[src/rtl/blkg_pkg.sv]
package blkg_pkg;

    // Registered verdict presented at the ports.
    typedef struct packed {
        logic valid;
        logic grant;
        logic viol;
        logic rerr;
    } blkg_rsp_t;

endpackage

[src/rtl/blkg_keytab.sv]
module blkg_keytab #(
    parameter int NUM_BLKS = 64,
    parameter int KEY_W    = 4,
    parameter int IDX_W    = 13
) (
    input  logic             clk,
    input  logic             rst_n,
    input  logic             upd_valid,
    input  logic [IDX_W-1:0] upd_blk,
    input  logic [KEY_W-1:0] upd_key,
    input  logic             upd_fp,
    input  logic [IDX_W-1:0] look_idx,
    output logic             look_in_range,
    output logic [KEY_W-1:0] look_key,
    output logic             look_fp
);
    localparam int TAB_W = (NUM_BLKS > 1) ? $clog2(NUM_BLKS) : 1;

    logic [KEY_W-1:0]    key_d [NUM_BLKS];
    logic [KEY_W-1:0]    key_q [NUM_BLKS];
    logic [NUM_BLKS-1:0] fp_d, fp_q;
    logic                upd_hit;

    // Next-state table: one entry may change per cycle.
    always_comb begin
        key_d   = key_q;
        fp_d    = fp_q;
        upd_hit = upd_valid && (upd_blk < IDX_W'(NUM_BLKS));
        if (upd_hit) begin
            key_d[upd_blk[TAB_W-1:0]] = upd_key;
            fp_d[upd_blk[TAB_W-1:0]]  = upd_fp;
        end
    end

    always_ff @(posedge clk or negedge rst_n) begin
        if (!rst_n) begin
            key_q <= '{default: '0};
            fp_q  <= '0;
        end else begin
            key_q <= key_d;
            fp_q  <= fp_d;
        end
    end

    // Lookup reads the registered table, so a same-cycle update is not seen.
    always_comb begin
        look_in_range = look_idx < IDX_W'(NUM_BLKS);
        look_key      = '0;
        look_fp       = 1'b0;
        if (look_in_range) begin
            look_key = key_q[look_idx[TAB_W-1:0]];
            look_fp  = fp_q[look_idx[TAB_W-1:0]];
        end
    end

    AST_UPD_LANDS: assert property (@(posedge clk) disable iff (!rst_n)
        (upd_valid && upd_blk < IDX_W'(NUM_BLKS)) |=>
        (key_q[$past(upd_blk[TAB_W-1:0])] == $past(upd_key) &&
         fp_q[$past(upd_blk[TAB_W-1:0])] == $past(upd_fp)));

endmodule

[src/rtl/blkg_judge.sv]
module blkg_judge
    import blkg_pkg::*;
#(
    parameter int KEY_W = 4
) (
    input  logic             req_valid,
    input  logic             req_write,
    input  logic [KEY_W-1:0] req_key,
    input  logic             in_range,
    input  logic [KEY_W-1:0] blk_key,
    input  logic             blk_fp,
    output blkg_rsp_t        verdict
);
    logic trusted, keys_equal, unguarded_read, allow;

    always_comb begin
        trusted        = (req_key == '0);
        keys_equal     = (req_key == blk_key);
        unguarded_read = !req_write && !blk_fp;
        allow          = trusted || keys_equal || unguarded_read;

        verdict.valid = req_valid;
        verdict.rerr  = req_valid && !in_range;
        verdict.grant = req_valid && in_range && allow;
        verdict.viol  = req_valid && in_range && !allow;
    end

endmodule

[src/rtl/blkg_top.sv]
module blkg_top
    import blkg_pkg::*;
#(
    parameter int ADDR_W    = 24,
    parameter int BLK_SHIFT = 11,
    parameter int KEY_W     = 4,
    parameter int NUM_BLKS  = 64
) (
    input  logic                        clk,
    input  logic                        rst_n,
    input  logic                        req_valid,
    input  logic [ADDR_W-1:0]           req_addr,
    input  logic [KEY_W-1:0]            req_key,
    input  logic                        req_write,
    input  logic                        upd_valid,
    input  logic [ADDR_W-BLK_SHIFT-1:0] upd_blk,
    input  logic [KEY_W-1:0]            upd_key,
    input  logic                        upd_fetch_prot,
    output logic                        rsp_valid,
    output logic                        rsp_grant,
    output logic                        rsp_violation,
    output logic                        rsp_range_err
);
    localparam int IDX_W = ADDR_W - BLK_SHIFT;

    logic [IDX_W-1:0]     req_idx;
    logic [BLK_SHIFT-1:0] unused_offset;
    logic                 tab_in_range;
    logic [KEY_W-1:0]     tab_key;
    logic                 tab_fp;
    blkg_rsp_t            rsp_d, rsp_q;

    assign req_idx       = req_addr[ADDR_W-1:BLK_SHIFT];
    assign unused_offset = req_addr[BLK_SHIFT-1:0];

    blkg_keytab #(
        .NUM_BLKS (NUM_BLKS),
        .KEY_W    (KEY_W),
        .IDX_W    (IDX_W)
    ) u_tab (
        .clk           (clk),
        .rst_n         (rst_n),
        .upd_valid     (upd_valid),
        .upd_blk       (upd_blk),
        .upd_key       (upd_key),
        .upd_fp        (upd_fetch_prot),
        .look_idx      (req_idx),
        .look_in_range (tab_in_range),
        .look_key      (tab_key),
        .look_fp       (tab_fp)
    );

    blkg_judge #(
        .KEY_W (KEY_W)
    ) u_judge (
        .req_valid (req_valid),
        .req_write (req_write),
        .req_key   (req_key),
        .in_range  (tab_in_range),
        .blk_key   (tab_key),
        .blk_fp    (tab_fp),
        .verdict   (rsp_d)
    );

    always_ff @(posedge clk or negedge rst_n) begin
        if (!rst_n) rsp_q <= '0;
        else        rsp_q <= rsp_d;
    end

    assign rsp_valid     = rsp_q.valid;
    assign rsp_grant     = rsp_q.grant;
    assign rsp_violation = rsp_q.viol;
    assign rsp_range_err = rsp_q.rerr;

    AST_RSP_FOLLOWS_REQ: assert property (@(posedge clk) disable iff (!rst_n)
        req_valid |=> rsp_valid);
    AST_ONE_VERDICT: assert property (@(posedge clk) disable iff (!rst_n)
        rsp_valid |-> $countones({rsp_grant, rsp_violation, rsp_range_err}) == 1);
    AST_IDLE_QUIET: assert property (@(posedge clk) disable iff (!rst_n)
        !rsp_valid |-> !(rsp_grant || rsp_violation || rsp_range_err));
    AST_KEY0_NO_VIOL: assert property (@(posedge clk) disable iff (!rst_n)
        (req_valid && req_key == '0) |=> !rsp_violation);
    AST_RANGE_FLAG: assert property (@(posedge clk) disable iff (!rst_n)
        (req_valid && req_idx >= IDX_W'(NUM_BLKS)) |=> (rsp_range_err && !rsp_grant));

endmodule

[config.mk]
export PLATFORM = sky130hd
export DESIGN_NAME = blkg_top
export DESIGN_NICKNAME = d
export VERILOG_FILES = /design/src/rtl/blkg_pkg.sv /design/src/rtl/blkg_keytab.sv /design/src/rtl/blkg_judge.sv /design/src/rtl/blkg_top.sv
export SDC_FILE = /design/constraint.sdc
export NUM_CORES = 1
export LEC_CHECK = 0
export BUFFER_PORTS_ARGS = -buffer_cell sky130_fd_sc_hd__buf_2
export CAP_MARGIN = 20
export CORE_ASPECT_RATIO = 0.7
export CORE_MARGIN = 5
export CORE_UTILIZATION = 40
export CTS_CLUSTER_DIAMETER = 80
export DETAILED_ROUTE_END_ITERATION = 10
export SLEW_MARGIN = 20
export SYNTH_ARGS = -nofsm -noshare
export SYNTH_HDL_FRONTEND = slang
export SYNTH_HIERARCHICAL = 1
export SYNTH_SLANG_ARGS = --single-unit
[constraint.sdc]
create_clock -name clk -period 2.75 [get_ports clk]
set_input_delay 0.55 -clock clk [delete_from_list [all_inputs] [get_ports clk]]
set_output_delay 0.55 -clock clk [all_outputs]
set_load 0.03 [all_outputs]
-- Word-level counts from Yosys, hierarchy flattened
Cells that the tools add are included.
- $lt $le $gt $ge: 8
- equality and inequality tests: 1
- multiplexer cells: 13
- bitwise logic cells: 2
- reductions and logical operators: 15
- operators by type and width (cell ; count):
    256-bit bitwise mux ; 1
    64-bit bitwise mux ; 1
    13-bit by 7-bit less-than comparator with 1-bit output, second input constant ; 2
    4-bit binary-select mux with 6-bit select ; 1
    4-bit demux with 6-bit select ; 1
    4-bit two-way mux ; 4
    7-bit greater-or-equal comparator, second input constant ; 2
    6-bit by 7-bit less-than comparator with 1-bit output, second input constant ; 2
    6-bit NOT with 7-bit output ; 2
    1-bit logical AND ; 8
    7-bit by 1-bit less-than comparator with 1-bit output, second input constant ; 1
    1-bit binary-select mux with 6-bit select ; 1
    1-bit demux with 6-bit select ; 1
    6-bit by 1-bit greater-or-equal comparator with 1-bit output, second input constant ; 1
    4-bit equality test ; 1
    1-bit zero test ; 4
    4-bit zero test ; 1
    1-bit two-way mux ; 3
    1-bit logical OR ; 2
- bits in registers: 324
- input port bits: 51
- output and inout port bits: 4

-- Depth between registers and ports, before layout
Gate-level depths: netlist (run 1).
- word-level depth: 10
- depth in mapped cells: 12
- depth with buffers taken out: 8

-- By module
Netlist (run 1), hierarchy kept.
- modules (own cells, without submodules) (module ; instances ; cells each ; area an instance (µm²)):
    blkg_keytab ; 1 ; 949 ; 14866.8
    blkg_top ; 1 ; 4 ; 100.1
    blkg_judge ; 1 ; 12 ; 91.3

-- Worst setup path after synthesis (run 1)
No wires, ideal clock.
- path kind: in2reg
- start: input port req_addr[12]
- end: register rsp_q, in the netlist rsp_grant
- library setup time: 67 ps
- data arrival time: 2833 ps
- required time: 2683 ps
- path slack: -149 ps
- cell stages on the path: 9
- buffers on the path: 2
- path through: buf_2 -> buf_2 -> mux4_2 -> mux4_2 -> mux2i_1 -> o22ai_1 -> xor2_1 -> nor4_2 -> o311a_1
- RTL lines (item ; line ; RTL):
    from (decl) ; blkg_top.sv:12 ; input logic [ADDR_W-1:0] req_addr,
    to (signal assigned) ; blkg_top.sv:67 ; else rsp_q <= rsp_d;
    to (decl) ; blkg_top.sv:31 ; blkg_rsp_t rsp_d, rsp_q;

==> flow_summary.yaml, run 1 <==
status:
  status: "finished, violations left"
  violations: "hold timing"
logic_synthesis:
  async_reset_ff_frac: 1.000
  synth.area.top_cells: "dfrtp_1 54%, mux2_2 24%, mux4_2 14%"
  synth-edff-count: 0
  synth_most_common_cell: "dfrtp_1"
  yosys.area.top_type: "dfrtp_1"
  netlist_top_cells_count: "324 x dfrtp_1, 317 x mux2_2, 92 x mux4_2"
  synth.net_count: 1016
  seq_area_frac_synth: 0.5384
  synthFlopType: "dfrtp_1"
  synth_top_cell_area_share: 0.5384
  syn_area_um2: 15060
  synth_area_per_cell_um2: 15.60
  synthCells: 965
  ys_warn_count: 6
  synth_cell_types: 44
  synth_seq_cells: 324
floorplanning:
  dieHeight_um: 172.3
  num_io_pins: 55
  fp.dieArea_um2: 41690
  chipWidth_um: 241.9
  rows: 59
  initial_utilization: 0.4047
  core_um2: 37210
routing:
  ant_nets: 0
  routed_via_density: 5.528
  firstDrtPassIters: 5
  vias: 8811
  wire_per_inst_um: 23.87
  drc: 0
  drtIter0Drc: 560
  routed_wl_mm: 38.05
worst_setup_path:
  reg2reg_to: "rsp_violation"
  cp-endpoint: "rsp_violation"
  arrival_ns: 3.07
  critPathLaunchType: "input port"
  worstPathMaxFanout: 9
  end_kind: "register"
  crit_type: "input port to register"
  r2r_cells: 8
  reg2reg_slack_ns: 0.07
  crit_required_ns: 3.11
  critPathLaunch: "req_addr[11]"
  timing.rr.start: "u_tab/key_q[96]"
place:
  io_buffers: 43
  dp_slack_ns: -0.6201
  routabilityCongestion: 0.7943
  post-dp-hpwl_mm: 26.09
sta:
  hold_ws_ns: -0.004371
  worst_pin_slew_ns: 0.7712
  rsz0062_at_grt: "no"
  fin_skew_ns: 0.01165
  fmax_ghz: 0.3698
  post-route-period-util: 0.9834
  slew_violations: 0
  relSlewSlack: 0.4811
  setup_slack_ns: 0.04563
  setup_viol: 0
  period_needed_ns: 2.704
  final_hold_viol_count: 3
global_route:
  grt_pass1_vias: 9184
  antenna_found_initial: 0
  grt_max_degree: 73
  track_usage: 0.1848
  overflow: 0
  grt_pass1_wl_mm: 58.91
layout:
  drive_gt1_frac: 0.5642
  final_nets: 1133
  fill_cells: 3279
  area_growth_pct: 18.13
  register_area_um2: 8108
  multi_input_area_um2: 6666
  n_antenna_cell: 0
clock_tree:
  cts_buffers: 34
  cts_num_sinks: 324
  clock_latency_ns: 0.51
  hold_buffers: 0
  root_buffer: "clkbuf_16"
  cts_buffer_depth: 3
  tritoncts: "built"
  clkTransAtPathRegs_ns: 0.06
  h-tree-depth: 2
min_path:
  hold_path_class: "input port to async pin"
pwr:
  cellPowerDensity_nw_per_um2: 568.8
  leakagePower_nw: 8.620
  power_mw: 10.12
  ir_drop_mv: 0.4983
job:
  maxCapViolCount: 0
[cells in the final DEF, fill, tap and decap left out, types with 4 or more instances in the layout]
cell and instances:
buf_12 15, buf_2 40, buf_4 87, clkbuf_1 4, clkbuf_16 36, clkbuf_8 10, clkinv_2 6, dfrtp_1 324
mux2_2 317, mux2i_1 22, mux4_2 92, nand2_1 42, nand3_1 4, nand3b_1 5, nor2_1 37, xor2_1 4
[worst min path at each step]
stage	startpoint	cells past startpoint	to
finish	rst_n	1	u_tab/key_q[13]
global route	rst_n	1	u_tab/key_q[13]
CTS	rst_n	1	u_tab/key_q[61]
detailed placement	u_tab/key_q[189]	1	u_tab/key_q[189]
global placement	u_tab/key_q[189]	1	u_tab/key_q[189]
floorplan	rst_n	0	rsp_grant
[cell type report]
| type | instances | share of cell area |
|---|---|---|
| inverter | 2 | 0.0005627 |
| clock buffer | 49 | 0.05782 |
| timing repair buffer | 147 | 0.06900 |
| multi-input combinational | 573 | 0.3748 |
| tap | 488 | 0.03433 |
| clock inverter | 11 | 0.007737 |
| sequential | 324 | 0.4558 |
[kinds of logic after synthesis]
kind of cell | count (synthesis) | share of synthesized area
xor gates and xnor gates | 4 | 0.002326
and+or+nand+nor | 119 | 0.04072
AOI/OAI and AO/OA | 15 | 0.006648
muxes | 435 | 0.3922
DFF | 324 | 0.5384
buffers and inverters | 68 | 0.01969
[per-stage QoR]
| step | setup TNS (ns) | instances | cell area [µm²] | util | hold slack (ns) |
|---|---|---|---|---|---|
| 3_5_place_dp | -1.240 | 1524 | 16490 | 0.4432 | 0.4803 |
| 5_1_grt | 0 | 1594 | 17790 | 0.4781 | 0.04189 |
| 3_3_place_gp | -1.170 | 1524 | 16490 | 0.4432 | 0.4759 |
| 2_1_floorplan | 0 | 965 | 15100 | - | 0.2544 |
| 6_report | 0 | 1594 | 17790 | 0.4781 | -0.004371 |
| 4_1_cts | 0 | 1584 | 17660 | 0.4747 | 0.02710 |
[power breakdown]
part	switching (mW)	internal, mW
Clock	1.90	2.88
Sequential	0.00564	4.78
Combinational	0.348	0.203
[layer usage]
metal	global-route usage	routed length [µm]	vias to the layer above
met1	0.2887	19040	4725
met3	0.03662	2068	58
li1	-	-	3845
met2	0.2660	16200	183
met4	0.04538	739	0
met5	0	0	-
[worst max-delay path: stages]
cell     delay [ns]
buf_4          0.16
buf_12         0.16
mux4_2         0.58
mux4_2         0.54
a32oi_1        0.20
o21ai_1        0.10
xor2_1         0.16
nor4_2         0.37
buf_4          0.19
nor4_1         0.04
[sequential cells by signal (all words and copies together), names as in the netlist]
name,count
rsp_valid,1
u_tab/fp_q,64
rsp_range_err,1
rsp_violation,1
rsp_grant,1
u_tab/key_q,256
[repair_timing]
| item | in CTS | in global routing |
|---|---|---|
| gates cloned | 0 | 1 |
| resized for setup | 1 | 6 |
| buffers inserted | 0 | 9 |
| hold endpoints to repair | 0 | 0 |
| pin swaps | 1 | 3 |
| setup endpoints to repair | 2 | 2 |
Power figures use the tool's default switching activity.
==> inputs of run 2 (changes only) <==
ABC_AREA = 1   (was default)
MAX_ROUTING_LAYER = met4   (was default)
==> run 2 against run 1 <==
Compared with the run above:
- the run now ends clean
- count of clock-buffer cells in the layout rose by 3
- wire length rose by 16%
- via count rose by 49%
- largest cell class unchanged
- design area fell by 1.4%
- critical path depth rose by 8
- synthesized cell count rose by 100%
- utilization fell by 1.8 points
==> flow_summary.yaml, run 2 <==
status:
  status: "complete, no violations"
layout:
  final_common_cell: "nand2_1"
  drive_gt1_frac: 0.1219
  mostFrequentLayoutCells: "742 x nand2_1, 324 x dfrtp_1, 274 x nand3_1, 244 x o21ai_0, 76 x o21ai_1"
  final_nets: 2015
  finalInstanceArea_um2: 17540
  area_growth_pct: 14.49
  largest-register: "u_tab/key_q"
  reg_top3: "u_tab/key_q x256, u_tab/fp_q x64"
  largest_reg_flops: 256
logic_synthesis:
  netlist_top_cells_count: "742 x nand2_1, 324 x dfrtp_1, 274 x nand3_1"
  syn_area_um2: 15320
  synthCells: 1926
  synth_cell_types: 25
  yosys.area.top_type: "dfrtp_1"
  async_reset_ff_frac: 1.000
  ys_warn_count: 6
  synthFlopType: "dfrtp_1"
  synth_most_common_cell: "nand2_1"
  synth-edff-count: 0
  synth_area_per_cell_um2: 7.956
  synth_seq_cells: 324
  synth.net_count: 1977
  synth.area.top_cells: "dfrtp_1 53%, nand2_1 18%, nand3_1 8.9%"
  seq_area_frac_synth: 0.5291
  synth_top_cell_area_share: 0.5291
clock_tree:
  cts_num_sinks: 324
  post_cts_resized: 0
  clkTransAtPathRegs_ns: 0.06
  root_buffer: "clkbuf_16"
  cts_buffers: 34
  cts_buffer_depth: 3
  h-tree-depth: 2
  clock_latency_ns: 0.53
  tritoncts: "built"
place:
  dp_slack_ns: 0.09952
  post_dp_cell_area_um2: 16500
  routabilityCongestion: 0.9372
  io_buffers: 43
  post-dp-hpwl_mm: 28.45
routing:
  wire_per_inst_um: 17.72
  routed_via_density: 5.286
  vias: 13130
  ant_nets: 0
  drc: 0
  drtIter0Drc: 1390
  routed_wl_mm: 43.99
  firstDrtPassIters: 5
pwr:
  power_mw: 9.929
  sequentialPowerShare: 0.482
  clkPwrFrac: 0.437
  switchingPower_mw: 2.431
  p_comb_frac: 0.080
  cell_internal_pwr_mw: 7.498
  p_sw_frac: 0.2449
  leakagePower_nw: 7.871
  ir_drop_mv: 0.4831
  cellPowerDensity_nw_per_um2: 566.0
min_path:
  hp-start: "req_valid"
  hold_path_class: "input port to register"
worst_setup_path:
  cpPeakStageDelay_ns: 0.28
  critPathLaunchType: "input port"
  crit_slowest_cell: "a21oi_1"
  crit_type: "input port to register"
  crit_required_ns: 3.16
  timing.rr.start: "u_tab/key_q[171]"
  arrival_ns: 2.56
  cp_cell_sequence: "buf_4, inv_4, buf_12, nand2_1, nand3_1, nand3_1, nand2_1, nand2_1, nand3_1, nand3_1, a21oi_1, inv_1, nand2_1, nand2_1, nor2_1, nand2_1, nand2_1, nor2_1"
  path_common_cell: "nand2_1"
  reg2reg_slack_ns: 0.79
  end_kind: "register"
  worstPathMaxFanout: 43
  critPathLaunch: "req_addr[11]"
sta:
  rsz0062_at_grt: "no"
  fmax_ghz: 0.4648
  setup_viol: 0
  worst_pin_slew_ns: 0.6173
  period_needed_ns: 2.152
  post-route-period-util: 0.7824
  final_hold_viol_count: 0
  relSlewSlack: 0.5879
  setup_slack_ns: 0.5983
  setup_tns_ns: 0
  fin_skew_ns: 0.01050
  slew_violations: 0
floorplanning:
  dieHeight_um: 173.8
  fp.dieArea_um2: 42380
  core_um2: 38140
  initial_utilization: 0.4018
  chipWidth_um: 243.9
  num_io_pins: 55
  rows: 60
global_route:
  grt_pass1_vias: 12540
  grt_max_degree: 96
  antenna_found_initial: 2
  busiest_layer: "met1"
  grt_pass1_wl_mm: 71.13
  track_usage: 0.2138
  use_met3: 0.03776
  use_met2: 0.3074
  overflow: 0
  use_met1: 0.3161
job:
  maxCapViolCount: 0
[run 2: logic make-up after synthesis]
logic type,after synthesis,share of synthesized area
buffers and inverters,143,0.03781
flip-flops,324,0.5291
AO/OA/AOI/OAI,327,0.1073
AND/OR/NAND/NOR,1132,0.3258
[run 2: layout make-up]
class | count | area (µm²)
Multi-Input combinational cell | 1459 | 6639
Timing Repair Buffer | 109 | 1001
Clock inverter | 5 | 31.28
Antenna cell | 2 | 5.005
Fill cell | 3762 | 20590
Clock buffer | 52 | 999.7
Inverter | 36 | 140.1
Tap cell | 496 | 620.6
Sequential cell | 324 | 8108
[run 2: metrics by stage]
step,hold slack [ns],instances,util
6_report,0.1651,2483,0.4600
5_1_grt,0.1541,2483,0.4600
4_1_cts,0.1390,2481,0.4599
3_5_place_dp,0.4731,2423,0.4326
3_3_place_gp,0.4656,2423,0.4326
2_1_floorplan,0.2544,1926,-
[run 2: power by group through the flow]
stage | combinational, mW | sequential, mW | clock (mW)
global placement | 0.795 | 4.87 | 0
detailed placement | 0.799 | 4.87 | 0
floorplan | 0.372 | 4.88 | 0
finish | 0.799 | 4.79 | 4.34
CTS | 0.802 | 4.79 | 4.47
global route | 0.877 | 4.78 | 4.67
[run 2: repair_timing]
action / 4_1_cts / 5_1_grt
setup buffers: 0 / 0
hold buffers: 1 / 0
endpoints found under the hold margin: 45 / 0
[run 2: path summary, 6_finish.rpt]
check                                   endpoint  cells past startpoint
max in group asynchronous       u_tab/key_q[194]                      3
worst min register to register  u_tab/key_q[241]                      2
worst max-delay path               rsp_violation                     18
min in group asynchronous       u_tab/key_q[151]                      2
worst max register to register     rsp_violation                     16
worst min-delay path                   rsp_valid                      1
[run 2: metal layers]
| metal | share of wire | vias to the layer above |
|---|---|---|
| li1 | - | 6458 |
| met1 | 0.49 | 6239 |
| met2 | 0.43 | 361 |
| met3 | 0.064 | 67 |
| met4 | 0.021 | 0 |
| met5 | 0 | - |
[run 2: critical path: cells and delay by family]
kind                   cells  cell delay (ns)
and+or+nand+nor           13             1.10
buffers and inverters      4             0.57
AOI/OAI and AO/OA          1             0.28
==> inputs of run 3 (changes only) <==
clock period = 1.9 ns   (was 2.75 ns; I/O delays follow)
==> run 3 against run 2 <==
Compared with the run above:
- power grew 48%
- non-clock buffer count grew 51
- largest power group unchanged
- global-route usage is 1.7 points higher
- clock power rose by 48%
- worst hold slack got worse by 0.077 ns
==> flow_summary.yaml, run 3 (same netlist as run 2, synthesis figures left out) <==
pwr:
  clkPwrFrac: 0.438
  switchingPower_mw: 3.769
  cell_internal_pwr_mw: 10.94
  p_comb_frac: 0.091
  ir_drop_mv: 0.5725
  sequentialPowerShare: 0.471
  power_mw: 14.71
  leakagePower_nw: 8.259
  p_sw_frac: 0.2562
  cellPowerDensity_nw_per_um2: 804.3
clock_tree:
  cts_setup_buffers: 0
  tritoncts: "built"
  clock_latency_ns: 0.53
  cts_buffer_depth: 3
  root_buffer: "clkbuf_16"
  h-tree-depth: 2
  cts_buffers: 34
  clkTransAtPathRegs_ns: 0.06
  cts_num_sinks: 324
min_path:
  hold_path_class: "input port to register"
routing:
  routed_wl_mm: 48.97
  drtIter0Drc: 1617
  wire_per_inst_um: 19.33
  vias: 13690
  drc: 0
  routed_via_density: 5.404
  ant_nets: 0
  firstDrtPassIters: 5
floorplanning:
  chipWidth_um: 243.9
  core_um2: 38140
  dieHeight_um: 173.8
  num_io_pins: 55
  rows: 60
  initial_utilization: 0.4018
  fp.dieArea_um2: 42380
sta:
  slew_violations: 0
  fmax_ghz: 0.5503
  worst_pin_slew_ns: 0.4957
  hold_ws_ns: 0.08804
  relSlewSlack: 0.6691
  post-route-period-util: 0.9564
  rsz0062_at_grt: "no"
  final_hold_viol_count: 0
  setup_viol: 0
  fin_skew_ns: 0.02196
  period_needed_ns: 1.817
layout:
  reg_top3: "u_tab/key_q x256, u_tab/fp_q x64"
  n_antenna_cell: 0
  mostFrequentLayoutCells: "734 x nand2_1, 324 x dfrtp_1, 267 x nand3_1, 244 x o21ai_0, 77 x buf_4"
  area_growth_pct: 19.36
  final_nets: 2066
  largest_reg_flops: 256
  largest-register: "u_tab/key_q"
  fin_util: 0.4796
  final_common_cell: "nand2_1"
  drive_gt1_frac: 0.1585
place:
  routabilityCongestion: 0.9562
  post-dp-hpwl_mm: 31.89
  io_buffers: 43
worst_setup_path:
  crit_type: "input port to register"
  arrival_ns: 2.26
  worstPathMaxFanout: 14
  crit_required_ns: 2.34
  critPathLaunchType: "input port"
  end_kind: "register"
global_route:
  track_usage: 0.2311
  overflow: 0
  grt_max_degree: 65
  grt_pass1_wl_mm: 75.48
  grt_pass1_vias: 12680
  antenna_found_initial: 0
job:
  maxCapViolCount: 0
status:
  status: "complete, no violations"
run 3: metal layers:
metal  share of wire  GRT usage  up-vias
met2            0.42     0.3161      456
li1                -          -     6548
met4           0.021    0.05592        0
met5               0          -        -
met1            0.49     0.3562     6618
met3           0.074    0.03961       72
run 3: area by class of cell:
class | instances | area (µm²)
clock inverter | 15 | 83.83
timing repair buffer | 160 | 1645
multi-input combinational | 1459 | 6713
sequential | 324 | 8108
clock buffer | 44 | 969.7
fill | 3725 | 19850
inverter | 36 | 150.1
tap | 496 | 620.6
run 3: path summary, 6_finish.rpt:
kind	slack, ns	cells past startpoint	endpoint	startpoint
max	0.08	16	rsp_violation	req_addr[11]
min	0.09	1	rsp_valid	req_valid
max reg2reg	0.10	13	rsp_violation	u_tab/fp_q[17]
min reg2reg	0.48	2	u_tab/key_q[46]	u_tab/key_q[46]
max in group asynchronous	0.82	3	u_tab/key_q[41]	rst_n
min in group asynchronous	0.37	2	u_tab/key_q[208]	rst_n
run 3: critical path: stages:
cell     delay [ns]
buf_6          0.20
buf_6          0.17
buf_12         0.15
nand2_1        0.05
nand3_1        0.11
nand3_1        0.13
nand2_1        0.09
nand2_1        0.05
nand3_1        0.11
nand3_2        0.13
a21oi_2        0.18
buf_4          0.12
nor2_1         0.04
a21oi_2        0.19
nand2_1        0.08
nor2_1         0.08
run 3: per-stage QoR:
step / TNS, ns / instance area [µm²] / worst slack (ns) / cells
finish: 0 / 18290 / 0.08276 / 2534
global route: 0 / 18290 / 0.003568 / 2534
CTS: 0 / 18050 / 0.05529 / 2529
detailed placement: -15.65 / 16990 / -0.4838 / 2469
global placement: -4.770 / 16990 / -0.4443 / 2469
floorplan: -0.008819 / 15510 / -0.008819 / 1926
run 3: power groups by stage:
stage / registers [mW] / clock network (mW) / logic (mW)
after global placement: 7.05 / 0 / 1.25
after global routing: 6.92 / 6.87 / 1.44
after floorplan: 7.06 / 0 / 0.582
after CTS: 6.92 / 6.57 / 1.27
after detailed placement: 7.05 / 0 / 1.26
final: 6.93 / 6.44 / 1.34
run 3: what timing repair did:
item,CTS,global route
hold buffers,1,0
endpoints found under the setup margin,0,2
hold endpoints to repair,41,0
resized for setup,0,26
